File: config.mk
export PLATFORM = sky130hd
export DESIGN_NAME = wdog_timer
export DESIGN_NICKNAME = d
export VERILOG_FILES = /design/src/rtl/wd_pkg.sv /design/src/rtl/wd_post_slot.sv /design/src/rtl/wd_prescaler.sv /design/src/rtl/wd_arm_seq.sv /design/src/rtl/wdog_timer.sv
export SDC_FILE = /design/constraint.sdc
export NUM_CORES = 1
export LEC_CHECK = 0
export ABC_CLOCK_PERIOD_IN_PS = 3600
export CAP_MARGIN = 20
export CORE_AREA = 2 2 191 193
export CTS_CLUSTER_DIAMETER = 40
export DETAILED_ROUTE_END_ITERATION = 6
export DIE_AREA = 0 0 193 195
export PLACE_DENSITY = 0.52
export SLEW_MARGIN = 20
export SYNTH_ARGS = -nofsm -noshare
export SYNTH_HDL_FRONTEND = slang
export SYNTH_SLANG_ARGS = --single-unit
File: constraint.sdc
create_clock -name clk -period 3.6 [get_ports clk]
set_clock_uncertainty 0.2 [all_clocks]
set_input_delay 0.36 -clock clk [delete_from_list [all_inputs] [get_ports clk]]
set_output_delay 0.36 -clock clk [all_outputs]
set_load 0.01 [all_outputs]
File: src/rtl/wd_pkg.sv
package wd_pkg;
  localparam int BUS_W  = 32;
  localparam int ADDR_W = 3;
  localparam int NSLOT  = 4;

  localparam logic [ADDR_W-1:0] A_REV  = 3'd0;
  localparam logic [ADDR_W-1:0] A_CTRL = 3'd1;
  localparam logic [ADDR_W-1:0] A_LOAD = 3'd2;
  localparam logic [ADDR_W-1:0] A_TRIG = 3'd3;
  localparam logic [ADDR_W-1:0] A_ARM  = 3'd4;
  localparam logic [ADDR_W-1:0] A_PEND = 3'd5;
  localparam logic [ADDR_W-1:0] A_CNT  = 3'd6;

  localparam int S_CTRL = 0;
  localparam int S_LOAD = 1;
  localparam int S_TRIG = 2;
  localparam int S_ARM  = 3;

  localparam logic [15:0] ON_A  = 16'hBBBB;
  localparam logic [15:0] ON_B  = 16'h4444;
  localparam logic [15:0] OFF_A = 16'hAAAA;
  localparam logic [15:0] OFF_B = 16'h5555;

  localparam int CTRL_W     = 6;
  localparam int PRE_EN_BIT = 5;
  localparam int EXP_LO     = 2;
  localparam int EXP_W      = 3;

  typedef enum logic [1:0] {SQ_IDLE, SQ_ON1, SQ_OFF1} seq_t;

  function automatic logic [ADDR_W-1:0] slot_addr(input int s);
    case (s)
      S_CTRL:  return A_CTRL;
      S_LOAD:  return A_LOAD;
      S_TRIG:  return A_TRIG;
      default: return A_ARM;
    endcase
  endfunction
endpackage

File: src/rtl/wd_post_slot.sv
module wd_post_slot #(
  parameter int W          = 32,
  parameter int PEND_TICKS = 2
) (
  input  logic         clk,
  input  logic         rst_n,
  input  logic         tick,
  input  logic         wr_req,
  input  logic [W-1:0] wr_data,
  output logic         busy,
  output logic         commit,
  output logic [W-1:0] held
);
  localparam int PC_W = $clog2(PEND_TICKS + 1);

  logic [PC_W-1:0] pc;

  assign commit = busy && tick && (pc == PC_W'(PEND_TICKS - 1));

  always_ff @(posedge clk or negedge rst_n) begin
    if (!rst_n) begin
      busy <= 1'b0;
      pc   <= '0;
      held <= '0;
    end else begin
      if (commit) begin
        busy <= 1'b0;
      end else if (busy && tick) begin
        pc <= pc + 1'b1;
      end
      if (!busy && wr_req) begin
        busy <= 1'b1;
        pc   <= '0;
        held <= wr_data;
      end
    end
  end
endmodule

File: src/rtl/wd_prescaler.sv
module wd_prescaler #(
  parameter int EXP_W = 3
) (
  input  logic             clk,
  input  logic             rst_n,
  input  logic             tick,
  input  logic             clr,
  input  logic             pre_en,
  input  logic [EXP_W-1:0] exp_k,
  output logic             step
);
  localparam int PC_W = (1 << EXP_W) - 1;

  logic [PC_W-1:0] pcnt;
  logic [PC_W-1:0] lim;

  always_comb begin
    lim = '0;
    for (int i = 0; i < PC_W; i++) begin
      if (i < int'(exp_k)) lim[i] = 1'b1;
    end
  end

  assign step = tick && (!pre_en || (pcnt == lim));

  always_ff @(posedge clk or negedge rst_n) begin
    if (!rst_n) begin
      pcnt <= '0;
    end else if (clr) begin
      pcnt <= '0;
    end else if (tick) begin
      pcnt <= (pre_en && !step) ? pcnt + 1'b1 : '0;
    end
  end
endmodule

File: src/rtl/wd_arm_seq.sv
module wd_arm_seq
  import wd_pkg::*;
(
  input  logic        clk,
  input  logic        rst_n,
  input  logic        commit,
  input  logic [15:0] word,
  output logic        armed
);
  seq_t st;

  always_ff @(posedge clk or negedge rst_n) begin
    if (!rst_n) begin
      st    <= SQ_IDLE;
      armed <= 1'b0;
    end else if (commit) begin
      case (st)
        SQ_IDLE: begin
          if (word == ON_A)       st <= SQ_ON1;
          else if (word == OFF_A) st <= SQ_OFF1;
          else                    st <= SQ_IDLE;
        end
        SQ_ON1: begin
          if (word == ON_B) armed <= 1'b1;
          st <= SQ_IDLE;
        end
        default: begin
          if (word == OFF_B) armed <= 1'b0;
          st <= SQ_IDLE;
        end
      endcase
    end
  end
endmodule

File: src/rtl/wdog_timer.sv
module wdog_timer
  import wd_pkg::*;
#(
  parameter int         CNT_W      = 32,
  parameter int         PEND_TICKS = 2,
  parameter logic [7:0] REV_ID     = 8'h3C
) (
  input  logic              clk,
  input  logic              rst_n,
  input  logic              tick,
  input  logic              bus_wr,
  input  logic [ADDR_W-1:0] bus_addr,
  input  logic [BUS_W-1:0]  bus_wdata,
  output logic [BUS_W-1:0]  bus_rdata,
  output logic              rst_req
);
  logic [NSLOT-1:0] wr_sel;
  logic [NSLOT-1:0] busy;
  logic [NSLOT-1:0] commit;
  logic [BUS_W-1:0] held [NSLOT];

  for (genvar s = 0; s < NSLOT; s++) begin : g_slot
    assign wr_sel[s] = bus_wr && (bus_addr == slot_addr(s));
    wd_post_slot #(.W(BUS_W), .PEND_TICKS(PEND_TICKS)) u_slot (
      .clk     (clk),
      .rst_n   (rst_n),
      .tick    (tick),
      .wr_req  (wr_sel[s]),
      .wr_data (bus_wdata),
      .busy    (busy[s]),
      .commit  (commit[s]),
      .held    (held[s])
    );
  end

  logic [4:0] pend_vec;
  assign pend_vec = {busy[S_ARM], busy[S_TRIG], busy[S_LOAD], 1'b0, busy[S_CTRL]};

  logic [CTRL_W-1:0] ctrl_q;
  logic [CNT_W-1:0]  load_q;
  logic [CNT_W-1:0]  cnt_q;
  logic [BUS_W-1:0]  trig_q;
  logic              arm_en;
  logic              step;
  logic              reload_trig;
  logic              wrap_now;

  wd_prescaler #(.EXP_W(EXP_W)) u_pre (
    .clk    (clk),
    .rst_n  (rst_n),
    .tick   (tick),
    .clr    (commit[S_CTRL]),
    .pre_en (ctrl_q[PRE_EN_BIT]),
    .exp_k  (ctrl_q[EXP_LO +: EXP_W]),
    .step   (step)
  );

  wd_arm_seq u_arm (
    .clk    (clk),
    .rst_n  (rst_n),
    .commit (commit[S_ARM]),
    .word   (held[S_ARM][15:0]),
    .armed  (arm_en)
  );

  assign reload_trig = commit[S_TRIG] && (held[S_TRIG] != trig_q);
  assign wrap_now    = arm_en && step && !reload_trig && (cnt_q == '1);

  always_ff @(posedge clk or negedge rst_n) begin
    if (!rst_n) begin
      ctrl_q  <= '0;
      load_q  <= '0;
      cnt_q   <= '0;
      trig_q  <= '0;
      rst_req <= 1'b0;
    end else begin
      rst_req <= wrap_now;
      if (commit[S_CTRL]) ctrl_q <= held[S_CTRL][CTRL_W-1:0];
      if (commit[S_LOAD]) load_q <= held[S_LOAD][CNT_W-1:0];
      if (reload_trig) begin
        cnt_q  <= load_q;
        trig_q <= held[S_TRIG];
      end else if (arm_en && step) begin
        cnt_q <= wrap_now ? load_q : cnt_q + 1'b1;
      end
    end
  end

  always_comb begin
    case (bus_addr)
      A_REV:   bus_rdata = {{(BUS_W-8){1'b0}}, REV_ID};
      A_CTRL:  bus_rdata = {{(BUS_W-CTRL_W){1'b0}}, ctrl_q};
      A_LOAD:  bus_rdata = BUS_W'(load_q);
      A_TRIG:  bus_rdata = trig_q;
      A_PEND:  bus_rdata = {{(BUS_W-5){1'b0}}, pend_vec};
      A_CNT:   bus_rdata = BUS_W'(cnt_q);
      default: bus_rdata = '0;
    endcase
  end
endmodule

==> metrics.md <==
| Metric | Value |
|---|---|
| Crit path time final | 3.14 ns |
| Slew @ Worst Pin | 0.847 ns |
| Buffers on Ports | 71 |
| Worst Reg-to-Reg Cells | 8 |
| Vias per cell | 5.03 |
| Layout fillers | 3445 |
| Remaining DRCs | 0 |
| Clock latency on the worst-skew pair | 0.51 ns |
| DRT met1 WL | 14100 um |
| Max IR drop VDD | 0.000334 V |
| Post-synthesis sequential area ratio | 50.1% |
| Total wire length | 29200 um |
| GP Congestion | 0.772 |
| Top fanout value on the critical path | 17 |
| Top_reg_cell synth | dfrtp_1 |
| Largest net degree at the start of global routing | 94 |
| Crit path DAT | 3.33 ns |
| Max stage delay cell, worst path | nor4_1 |
| Yosys reg bits | 211 |
| CP Class | flip-flop to flip-flop |
| Max layer used | met4 |
| Initial antenna violation count | 0 |
| Share of layout cells above drive strength 1 | 26.1% |
| Post-Synthesis Cell Area | 0.0105 sq mm |
| Hpwl dp | 20000 um |
| Finished layout cell area | 0.0133 sq mm |
| Vias in the first global route | 7729 |
| Fin nets | 1060 |
| Die Height | 195 um |
| Hold buffers post-CTS | 1 |
| Row cnt | 69 |
| Hold Violations, Final | 0 |
| Initial core utilization | 29.7% |
| Crit path capture type | flip-flop |
| Critical Path RT | 3.79 ns |
| FFs w/ async S/R, synth | 100% |
| Worst setup SP type | flip-flop |
| PwrDens | 823 mW/mm^2 |
| RSZ-0062 raised after global routing | no |
| Vias | 7575 |
| First-pass GRT wire length | 46400 um |
| Largest stage delay, worst path | 0.61 ns |
| Max-Cap Viols | 0 |
| Num ports | 72 |
| DR WL/cell | 19.4 um |
| LEAKAGE | 5.55 nW |
| # resized after CTS | 0 |
| Clock Root Buffer | clkbuf_16 |
| Met3 wire len | 1340 um |
| Synth warn | 0 |
| Hold WS | 0.258 ns |
| Slew Limit Headroom | 43.5% |
| Met2 routed WL | 13200 um |
| Avg Inst Size Synth | 11.3 sq um |
| Worst reg2reg setup slack | 0.46 ns |
| Core area | 0.0354 sq mm |
| Synth-to-Final Area Change | 26.0% |
| Achievable frequency | 319 MHz |
| Mapped Cells | 928 |
| Diode count | 0 |
| Reg clk slew, reported paths | 0.05 ns |
| DRT iter0 DRCs | 359 |
| Remaining Overflow, GRT | 0 |
| TritonRoute pass-1 iters | 4 |
| Clock Sinks | 211 |
| GRT Total Usage | 16.0% |
| Status | completed |
| RR Startpoint | trig_q[8] |
| Htree depth | 2 |
| Post-DP Area | 0.0119 sq mm |
| CTS buffer count | 38 |
| Final setup TNS | 0 ns |
| Pins over their slew limit | 0 |
| Setup violations, final | 0 |
| Clk buf depth | 3 |
| Post-Syn Nets | 973 |
| Post-synth EDFFs | 0 |
| Count of unique library cells instantiated by Yosys | 59 |
| Tightest Hold Check Type | input pin to asynchronous set/reset pin |
| Reg2reg end | cnt_q[30] |
| Worst-path cell chain | xnor2_1 > nand4_1 > nor4_1 > a21oi_4 > a31oi_4 > buf_4 > mux2_4 > o22a_1 |
| Setup Buffers After CTS | 0 |
| TritonCTS clock tree | done |
| Die width | 193 um |
| Final ANT Viol Nets | 0 |
| Die area | 0.0376 sq mm |
| Final cycle utilization of the critical path | 87.1% |
==> worst max path at each step <==
| stage | from | to | slack [ns] | depth (start not counted) |
|---|---|---|---|---|
| after detailed placement | trig_q[8] | cnt_q[20] | 0.47 | 8 |
| after global routing | g_slot[2].u_slot.held[22] | cnt_q[30] | 0.34 | 8 |
| after CTS | g_slot[2].u_slot.held[22] | cnt_q[30] | 0.46 | 8 |
| after global placement | g_slot[2].u_slot.held[22] | cnt_q[20] | 0.52 | 8 |
| final | trig_q[8] | cnt_q[30] | 0.46 | 8 |
| after floorplan | ctrl_q[3] | cnt_q[19] | 1.10 | 9 |
==> sequential cells by signal, indices dropped and copies added, names as in the netlist <==
| register | cells |
|---|---|
| g_slot.u_slot.held | 86 |
| cnt_q | 32 |
| load_q | 32 |
| trig_q | 32 |
| g_slot.u_slot.pc | 8 |
| u_pre.pcnt | 7 |
| ctrl_q | 6 |
| g_slot.u_slot.busy | 4 |
| u_arm.st | 2 |
| rst_req | 1 |
| u_arm.armed | 1 |
==> final cells by class <==
type / instances / area [sq um] / share of cell area [%]
timing repair buffer: 99 / 961 / 7.24
tap: 461 / 577 / 4.35
sequential: 211 / 5280 / 39.8
multi-input combinational: 642 / 4990 / 37.6
clock buffer: 52 / 1120 / 8.42
inverter: 23 / 86.3 / 0.651
clock inverter: 17 / 251 / 1.90
==> cells by family (layout without fill, tap and decap cells) <==
logic type	after synthesis	in the layout	share of synthesized area, %
buf+inv	75	191	2.94
mux	217	217	22.8
simple gates	232	232	11.1
xor+xnor	39	39	3.24
compound gates	148	148	9.03
flops	211	211	50.1
fa+ha+maj	6	6	0.713
==> metrics by stage <==
stage	util, %	setup slack [ns]	cells	power (mW)
floorplan	-	1.10	928	6.12
global placement	33.6	0.515	1435	7.10
detailed placement	33.6	0.474	1435	7.17
CTS	37.5	0.456	1505	11.0
global route	37.5	0.338	1505	11.6
finish	37.5	0.465	1505	10.9
==> report_power, final <==
group	switching (mW)	leakage, nW	total, mW	internal (mW)
clock	1.21	0.670	3.81	2.60
combinational	1.21	2.27	2.77	1.56
sequential	0.944	2.61	4.34	3.40
==> critical path, delay by kind of cell, from the launching register on <==
family | cells | cell delay [ns]
buffers and inverters | 1 | 0.30
XOR/XNOR | 1 | 0.24
flip-flops | 1 | 0.43
AO/OA/AOI/OAI | 3 | 0.71
AND/OR/NAND/NOR | 2 | 0.79
multiplexers | 1 | 0.33
==> routing by layer <==
layer  up-vias  track usage, %
met5         -               0
met4         0            4.24
met3        42            3.15
met2       158            24.3
met1      3839            23.1
li1       3536               -
==> cells in the final DEF (no fill, tap or decap), types with 5 or more instances in the layout <==
cell type	n
nand2b_1	5
o22a_1	10
mux2_4	5
nand4_1	21
o211ai_1	5
clkbuf_16	41
o21ai_0	44
clkdlybuf4s50_1	69
clkinv_2	6
buf_4	24
nand3_1	28
clkbuf_1	6
o22ai_1	12
o2bb2ai_1	6
mux2_2	161
and3_1	9
bufinv_16	6
and2_1	27
a21oi_1	38
nor4_1	8
clkbuf_8	5
nand2_1	65
nor3_1	11
mux2i_1	51
a22oi_1	5
nor2_1	38
xnor2_1	36
ha_1	6
inv_1	23
dfrtp_1	211
==> Yosys cell counts (3+ instances only) <==
master     count  area, sq um
nor4_1         8         50.1
o21ai_0       44          220
o211ai_1       5         37.5
clkbuf_1      34          128
nor3_1        12         60.1
nor2_1        38          143
inv_1         23         86.3
a22oi_1        5         37.5
mux2_4         5         75.1
xor2_1         3         26.3
a21oi_1       39          195
buf_1          8         30.0
xnor2_1       36          315
mux2_2       161         1810
nand4_1       21          131
o22a_1        10         87.6
nor2b_1        4         25.0
o2bb2ai_1      6         52.6
o21a_1         3         22.5
and2_1        27          169
ha_1           6         75.1
mux2i_1       51          510
a221oi_1       3         26.3
nand2_1       65          244
dfrtp_1      211         5280
buf_2          7         35.0
and3_1         9         56.3
o22ai_1       12         75.1
nand3_1       29          145
nand2b_1       5         31.3
(Power assumes the default switching activity.)
